[src/rtl/lpll_pkg.sv]
// Package: shared defaults and the post-divider code names for the
// line-locked clock control path.
package lpll_pkg;
    localparam int LPLL_FB_W      = 12;  // feedback code width
    localparam int LPLL_REF_W     = 7;   // oscillator divider code width
    localparam int LPLL_POST_W    = 2;   // post-divider select width
    localparam int LPLL_FB_OFS    = 8;   // modulus = feedback code + offset
    localparam int LPLL_REF_OFS   = 2;   // modulus = reference code + offset
    localparam int LPLL_SYNC_STG  = 2;   // synchronizer depth
    localparam int LPLL_FB_RST    = 4;   // feedback code after reset
    localparam int LPLL_REF_RST   = 1;   // reference code after reset

    typedef enum logic [LPLL_POST_W-1:0] {
        POST_DIV2  = 2'd0,
        POST_DIV4  = 2'd1,
        POST_DIV8  = 2'd2,
        POST_DIV16 = 2'd3
    } post_sel_e;
endpackage

[src/rtl/lpll_sync.sv]
// Multi-bit level synchronizer.
// Each bit passes through STAGES flops on clk. The bits are independent
// single-bit levels. Assumes STAGES >= 2 and that no bus coherence is needed.
module lpll_sync #(
    parameter int N      = 3,
    parameter int STAGES = 2
) (
    input  logic         clk,
    input  logic         rst_n,
    input  logic [N-1:0] d,
    output logic [N-1:0] q
);
    logic [STAGES-1:0][N-1:0] stg;

    // Shift the asynchronous levels through the flop chain.
    always_ff @(posedge clk) begin
        if (!rst_n) begin
            stg <= '0;
        end else begin
            stg[0] <= d;
            for (int s = 1; s < STAGES; s++) begin
                stg[s] <= stg[s-1];
            end
        end
    end

    assign q = stg[STAGES-1];
endmodule

[src/rtl/lpll_postdiv.sv]
// Post-divider: divides clk by 2^(sel+1) to form the pixel clock.
// pix_ce pulses in the last clk cycle of each pixel period, so pixel-domain
// registers update on the same edge where pix_lvl rises. pix_lvl is high
// for the first half of the period. Assumes sel changes only together with
// restart.
module lpll_postdiv #(
    parameter int SEL_W = 2
) (
    input  logic             clk,
    input  logic             rst_n,
    input  logic             restart,
    input  logic [SEL_W-1:0] sel,
    output logic             pix_ce,
    output logic             pix_lvl
);
    localparam int CNT_W = 1 << SEL_W;

    logic [CNT_W-1:0] cnt;
    logic [CNT_W:0]   modv;
    logic [CNT_W:0]   half;

    // Decode the selected modulus and the high-phase length.
    always_comb begin
        modv = (CNT_W+1)'(1) << (int'(sel) + 1);
        half = modv >> 1;
    end

    assign pix_ce  = ({1'b0, cnt} == modv - (CNT_W+1)'(1));
    assign pix_lvl = ({1'b0, cnt} < half);

    // Free-running phase counter, restarted on commit.
    always_ff @(posedge clk) begin
        if (!rst_n) begin
            cnt <= '0;
        end else if (restart || pix_ce) begin
            cnt <= '0;
        end else begin
            cnt <= cnt + CNT_W'(1);
        end
    end
endmodule

[src/rtl/lpll_modcnt.sv]
// Modulo counter.
// Counts step pulses and wraps after `modulus` of them. wrap marks the step
// that completes a cycle. Assumes modulus >= 1. A count at or above
// modulus-1 is treated as the last step.
module lpll_modcnt #(
    parameter int W = 13
) (
    input  logic         clk,
    input  logic         rst_n,
    input  logic         restart,
    input  logic         step,
    input  logic [W-1:0] modulus,
    output logic         wrap,
    output logic [W-1:0] count
);
    logic last;

    assign last = (count >= modulus - W'(1));
    assign wrap = step && last;

    // Advance on each step; reload from zero on restart or wrap.
    always_ff @(posedge clk) begin
        if (!rst_n) begin
            count <= '0;
        end else if (restart) begin
            count <= '0;
        end else if (step) begin
            count <= last ? '0 : count + W'(1);
        end
    end
endmodule

[src/rtl/lpll_pfd.sv]
// Two-flop phase-frequency detector with a coast gate.
// A reference event sets up_q and a feedback event sets dn_q. When both
// would be set, both clear. coast forces the outputs low but keeps the state.
module lpll_pfd (
    input  logic clk,
    input  logic rst_n,
    input  logic clear,
    input  logic ref_evt,
    input  logic fb_evt,
    input  logic coast,
    output logic up,
    output logic dn
);
    logic up_q, dn_q;
    logic nxt_up, nxt_dn;

    // Candidate next state before the mutual reset.
    always_comb begin
        nxt_up = up_q | ref_evt;
        nxt_dn = dn_q | fb_evt;
    end

    // Detector flops; both clear together when both are set.
    always_ff @(posedge clk) begin
        if (!rst_n || clear || (nxt_up && nxt_dn)) begin
            up_q <= 1'b0;
            dn_q <= 1'b0;
        end else begin
            up_q <= nxt_up;
            dn_q <= nxt_dn;
        end
    end

    assign up = up_q & ~coast;
    assign dn = dn_q & ~coast;
endmodule

[src/rtl/lpll_ctrl.sv]
// Top of the line-locked clock digital control path.
// All logic runs on clk_vco. The pixel clock is a clock enable plus a level
// output. The feedback, reference and post-divider codes are staged and
// loaded on cfg_commit, which also restarts the counters and clears the
// detector. Assumes the sync and oscillator inputs are asynchronous and
// slower than half the clk_vco rate.
module lpll_ctrl
    import lpll_pkg::*;
#(
    parameter int FB_W        = LPLL_FB_W,
    parameter int REF_W       = LPLL_REF_W,
    parameter int POST_W      = LPLL_POST_W,
    parameter int FB_OFS      = LPLL_FB_OFS,
    parameter int REF_OFS     = LPLL_REF_OFS,
    parameter int SYNC_STAGES = LPLL_SYNC_STG,
    parameter int FB_RST      = LPLL_FB_RST,
    parameter int REF_RST     = LPLL_REF_RST
) (
    input  logic              clk_vco,
    input  logic              rst_n,
    input  logic              osc_in,
    input  logic              hsync_in,
    input  logic              vsync_in,
    input  logic [FB_W-1:0]   cfg_fb_code,
    input  logic [REF_W-1:0]  cfg_ref_code,
    input  logic [POST_W-1:0] cfg_post_sel,
    input  logic              cfg_ref_hsync,
    input  logic              cfg_hs_fall,
    input  logic              cfg_cp_always,
    input  logic              cfg_coast_high,
    input  logic              cfg_out_en,
    input  logic              cfg_commit,
    output logic              pix_clk,
    output logic              hs_out,
    output logic              vs_out,
    output logic              out_oe,
    output logic              pfd_up,
    output logic              pfd_dn
);
    localparam int FBM_W  = FB_W + 1;
    localparam int REFM_W = REF_W + 1;

    logic [FB_W-1:0]   fb_code_q;
    logic [REF_W-1:0]  ref_code_q;
    logic [POST_W-1:0] post_sel_q;
    logic [FBM_W-1:0]  fb_mod, fb_cnt;
    logic [REFM_W-1:0] ref_mod, ref_cnt;
    logic [2:0]        sync_lvl;
    logic              osc_s, hs_s, vs_s, osc_d, hs_d;
    logic              osc_rise, hs_evt, ref_evt, ref_wrap, fb_evt;
    logic              pix_ce, pix_raw, coast;
    logic              hs_q, vs_q, oe_q;

    // Active divider codes, loaded only on commit.
    always_ff @(posedge clk_vco) begin
        if (!rst_n) begin
            fb_code_q  <= FB_W'(FB_RST);
            ref_code_q <= REF_W'(REF_RST);
            post_sel_q <= '0;
        end else if (cfg_commit) begin
            fb_code_q  <= cfg_fb_code;
            ref_code_q <= cfg_ref_code;
            post_sel_q <= cfg_post_sel;
        end
    end

    assign fb_mod  = {1'b0, fb_code_q}  + FBM_W'(FB_OFS);
    assign ref_mod = {1'b0, ref_code_q} + REFM_W'(REF_OFS);

    lpll_sync #(.N(3), .STAGES(SYNC_STAGES)) u_sync (
        .clk   (clk_vco),
        .rst_n (rst_n),
        .d     ({vsync_in, hsync_in, osc_in}),
        .q     (sync_lvl)
    );

    assign osc_s = sync_lvl[0];
    assign hs_s  = sync_lvl[1];
    assign vs_s  = sync_lvl[2];

    // Previous synchronized levels for edge detection.
    always_ff @(posedge clk_vco) begin
        if (!rst_n) begin
            osc_d <= 1'b0;
            hs_d  <= 1'b0;
        end else begin
            osc_d <= osc_s;
            hs_d  <= hs_s;
        end
    end

    assign osc_rise = osc_s & ~osc_d;
    assign hs_evt   = cfg_hs_fall ? (hs_d & ~hs_s) : (hs_s & ~hs_d);

    lpll_postdiv #(.SEL_W(POST_W)) u_post (
        .clk     (clk_vco),
        .rst_n   (rst_n),
        .restart (cfg_commit),
        .sel     (post_sel_q),
        .pix_ce  (pix_ce),
        .pix_lvl (pix_raw)
    );

    lpll_modcnt #(.W(FBM_W)) u_fbdiv (
        .clk     (clk_vco),
        .rst_n   (rst_n),
        .restart (cfg_commit),
        .step    (pix_ce),
        .modulus (fb_mod),
        .wrap    (fb_evt),
        .count   (fb_cnt)
    );

    lpll_modcnt #(.W(REFM_W)) u_refdiv (
        .clk     (clk_vco),
        .rst_n   (rst_n),
        .restart (cfg_commit),
        .step    (osc_rise),
        .modulus (ref_mod),
        .wrap    (ref_wrap),
        .count   (ref_cnt)
    );

    assign ref_evt = cfg_ref_hsync ? hs_evt : ref_wrap;
    assign coast   = ~cfg_cp_always & (vs_s == cfg_coast_high);

    lpll_pfd u_pfd (
        .clk     (clk_vco),
        .rst_n   (rst_n),
        .clear   (cfg_commit),
        .ref_evt (ref_evt),
        .fb_evt  (fb_evt),
        .coast   (coast),
        .up      (pfd_up),
        .dn      (pfd_dn)
    );

    // Retime the synchronized syncs onto the pixel clock edge.
    always_ff @(posedge clk_vco) begin
        if (!rst_n) begin
            hs_q <= 1'b0;
            vs_q <= 1'b0;
        end else if (pix_ce) begin
            hs_q <= hs_s;
            vs_q <= vs_s;
        end
    end

    // Register the shared output enable.
    always_ff @(posedge clk_vco) begin
        if (!rst_n) begin
            oe_q <= 1'b0;
        end else begin
            oe_q <= cfg_out_en;
        end
    end

    assign out_oe  = oe_q;
    assign pix_clk = pix_raw & oe_q;
    assign hs_out  = hs_q & oe_q;
    assign vs_out  = vs_q & oe_q;
endmodule

[config.mk]
export PLATFORM = sky130hd
export DESIGN_NAME = lpll_ctrl
export DESIGN_NICKNAME = d
export VERILOG_FILES = /design/src/rtl/lpll_pkg.sv /design/src/rtl/lpll_sync.sv /design/src/rtl/lpll_postdiv.sv /design/src/rtl/lpll_modcnt.sv /design/src/rtl/lpll_pfd.sv /design/src/rtl/lpll_ctrl.sv
export SDC_FILE = /design/constraint.sdc
export NUM_CORES = 1
export LEC_CHECK = 0
export BUFFER_PORTS_ARGS = -buffer_cell sky130_fd_sc_hd__buf_2
export CAP_MARGIN = 5
export CORE_MARGIN = 2
export CORE_UTILIZATION = 52
export DETAILED_ROUTE_END_ITERATION = 8
export PLACE_DENSITY_LB_ADDON = 0.05
export SYNTH_ARGS = -nofsm -noshare
export SYNTH_HDL_FRONTEND = slang
export SYNTH_SLANG_ARGS = --single-unit
[constraint.sdc]
create_clock -name clk_vco -period 2.5 [get_ports clk_vco]
set_input_delay 0.5 -clock clk_vco [delete_from_list [all_inputs] [get_ports clk_vco]]
set_output_delay 0.5 -clock clk_vco [all_outputs]
set_load 0.02 [all_outputs]
==> results.json <==
{
  "cts_sinks": 59,
  "grt_setup_unrepaired": "yes",
  "slowest_stage": "dfxtp_2",
  "synth-seq-cells": 59,
  "gp_congestion": 0.742,
  "min_path_type": "primary input to flop",
  "drt_first_pass_iters": 4,
  "status": "completed",
  "fp.coreArea_um2": 5920,
  "placed_cells": 460,
  "synth_edf_count": 0,
  "ys.warnings.count": 0,
  "min_to": "u_sync.stg[1]",
  "period_needed_ns": 2.50,
  "cap_violations": 0,
  "crit_type": "flop to flop",
  "seq_area_frac_synth": 0.371,
  "utilization": 0.649,
  "cp-end-kind": "flop",
  "wl_um": 6350,
  "clock_latency_ns": 0.34,
  "grt_use_total": 0.205,
  "wl_per_cell_um": 13.3,
  "vias": 2503,
  "reg2reg_setup_slack_ns": 0.004,
  "arrival_ns": 2.73,
  "r2r-end": "u_pfd.dn_q",
  "clkTransAtPathRegs_ns": 0.07,
  "synthArstFlopShare": 0,
  "vias_per_cell": 5.24,
  "drc_errors": 0,
  "cts_tree": "built",
  "drt_iter0_drc": 123,
  "period_share": 0.999,
  "nets": 460,
  "grt_max_degree": 33,
  "yosysTopAreaCellShare": 0.371,
  "min_delay_path_depth": 2,
  "gr-total-overflow": 0,
  "start_kind": "flop",
  "rr_worst_depth": 14,
  "postSynthCellCount": 347,
  "max_freq_mhz": 401,
  "grt_pass1_wl_um": 10600,
  "post-synth-top-area-cell": "dfxtp_1",
  "placementRows": 28,
  "multi_input_comb_area_um2": 2030,
  "synth.top_cells.by_area": "dfxtp_1 37%, ha_1 11%, mux2i_1 6.3%",
  "relSlewSlack": 0.592,
  "clock-root-buffer": "clkbuf_8",
  "synthFlopType": "dfxtp_1",
  "hold_start": "hsync_in",
  "htree_levels": 3,
  "syn-cell-area_um2": 3180,
  "cpPeakStageDelay_ns": 0.34,
  "r2r-start": "fb_code_q[0]",
  "die_area_um2": 6760,
  "setup_viol": 0,
  "fill_cells": 510,
  "critPathBufInv": 2,
  "n_antenna_cell": 0,
  "syn_avg_cell_area_um2": 9.17,
  "cp.required_ns": 2.74,
  "antenna_found_initial": 0,
  "max-vdd-ir-drop_mv": 0.438,
  "cp_top_family": "compound AO/OA/AOI/OAI gates",
  "die_w_um": 82.2,
  "tightest_slew_ns": 0.609,
  "postCtsHoldBufs": 0,
  "cellLeakagePower_nw": 1.61,
  "grt_pass1_vias": 2274,
  "synth_fp_nets": 408,
  "finalMaxSlewViolations": 0,
  "p_per_area_nw_per_um2": 545,
  "cts_buffers": 9,
  "final_cells": 478,
  "ant_nets": 0,
  "pin_count": 38,
  "finalHoldViolCount": 0,
  "syn_to_final_growth_pct": 20.7,
  "start_util": 0.537,
  "timing.setup.tns_ns": 0,
  "critical_path.max_fanout": 3,
  "drive_above_1_share": 0.226,
  "port_buffers": 37,
  "skew_ns": 0.00918,
  "post-dp-hpwl_um": 4530,
  "crit_chain": "inv_2 -> ha_4 -> nand2b_4 -> nand3_4 -> nor2_4 -> nand3_1 -> xor2_1 -> ha_1 -> a21oi_2 -> o21ai_2 -> a211oi_2 -> buf_4 -> nor3_1 -> o211a_1",
  "regArea_um2": 1190,
  "clock_path_buffers": 2,
  "synth.distinct_cells": 46,
  "die_h_um": 82.2
}
-- layout by cell type, fill, tap and decap left out, types with 7 or more instances in the layout --
| cell | count |
|---|---|
| nand4_1 | 7 |
| xnor2_1 | 9 |
| nor2_1 | 19 |
| nor2b_1 | 25 |
| o21ai_0 | 12 |
| buf_4 | 12 |
| a21oi_1 | 13 |
| and2_1 | 11 |
| buf_2 | 36 |
| ha_1 | 27 |
| inv_1 | 7 |
| clkbuf_8 | 11 |
| nand2_1 | 23 |
| mux2i_1 | 20 |
| xor2_1 | 21 |
| dfxtp_1 | 55 |
| nand3_1 | 14 |
-- metal layers --
layer | track usage | routed length (µm) | vias to the layer above
met5 | 0 | 0 | -
met4 | 0.0750 | 68 | 0
met3 | 0.0674 | 317 | 7
met2 | 0.297 | 2800 | 47
met1 | 0.282 | 3170 | 1125
li1 | - | - | 1324
-- Yosys cell counts, types with 2 or more instances --
cell       n
nor2_1    21
a21boi_0   2
mux2i_1   20
nor2b_1   25
a211oi_1   2
nand3_1   16
nor3_1     7
xnor2_1   10
dfxtp_1   59
nand2b_1   5
and2_1    11
buf_6      2
o211ai_1   4
or3_1      4
or4_1      2
o31ai_1    2
nand4_1    7
buf_1      2
xor2_1    21
o31a_1     2
and4_1     3
inv_1      9
a21oi_1   17
o21ai_0   14
clkbuf_1   5
and3_1     5
ha_1      29
nand2_1   23
-- through the flow --
step	power (mW)	area, µm²	worst slack (ns)	hold slack (ns)
4_1_cts	2.11	3760	0.0116	0.351
2_1_floorplan	1.16	3200	0.0145	0.412
6_report	2.09	3840	0.00364	0.361
5_1_grt	2.19	3840	-0.145	0.356
3_5_place_dp	1.22	3500	-0.0909	0.421
3_3_place_gp	1.22	3500	0.0385	0.418
-- power by group --
part           total [mW]  switching (mW)  internal (mW)
registers            1.00          0.0298          0.971
logic               0.221           0.106          0.115
clock network       0.869           0.361          0.508
total                2.09           0.497           1.59
-- logic make-up after synthesis --
kind of cell             Yosys count  synth area share
AND/OR/NAND/NOR                  136             0.232
adder cells (fa/ha/maj)           29             0.114
buffers and inverters             19            0.0275
multiplexers                      20            0.0629
flip-flops                        59             0.371
AO/OA/AOI/OAI                     53             0.107
XOR/XNOR                          31            0.0853
-- final cells by class --
cell class,instances,area share
Multi-Input combinational cell,269,0.528
Sequential cell,59,0.309
Timing Repair Buffer,51,0.0792
Clock buffer,13,0.0414
Tap cell,75,0.0244
Clock inverter,2,0.00912
Inverter,9,0.00880
-- flip-flops by register name, indices dropped and copies added, names as in the netlist --
| register | flops |
|---|---|
| u_fbdiv.count | 13 |
| out_oe | 1 |
| ref_code_q | 7 |
| hs_q | 1 |
| u_sync.q | 3 |
| u_pfd.up_q | 1 |
| osc_d | 1 |
| fb_code_q | 12 |
| u_post.cnt | 4 |
| u_refdiv.count | 8 |
| u_pfd.dn_q | 1 |
| vs_q | 1 |
| hs_d | 1 |
| u_sync.stg | 3 |
| post_sel_q | 2 |
-- repair_timing --
item | 4_1_cts | 5_1_grt
resized for setup | 17 | 14
cloned | 1 | 0
endpoints found under the setup margin | 16 | 16
buffers inserted | 1 | 1
pin swaps | 9 | 8
-- worst max path at each step --
stage,to,slack [ns],start,cells past startpoint
after floorplan,u_fbdiv.count[12],0.01,fb_code_q[0],14
after global placement,u_pfd.up_q,0.04,fb_code_q[0],14
after detailed placement,u_fbdiv.count[9],-0.09,fb_code_q[0],14
after CTS,pix_clk,0.01,post_sel_q[1],8
after global routing,u_fbdiv.count[11],-0.15,fb_code_q[0],14
final,u_pfd.dn_q,0.004,fb_code_q[0],14
-- worst register-to-register path, stage by stage, from the launching register on --
cell	delay [ns]
dfxtp_2	0.34
inv_2	0.05
ha_4	0.16
nand2b_4	0.08
nand3_4	0.08
nor2_4	0.14
nand3_1	0.10
xor2_1	0.16
ha_1	0.30
a21oi_2	0.16
o21ai_2	0.09
a211oi_2	0.30
buf_4	0.17
nor3_1	0.04
o211a_1	0.22
(Power assumes the default switching activity.)
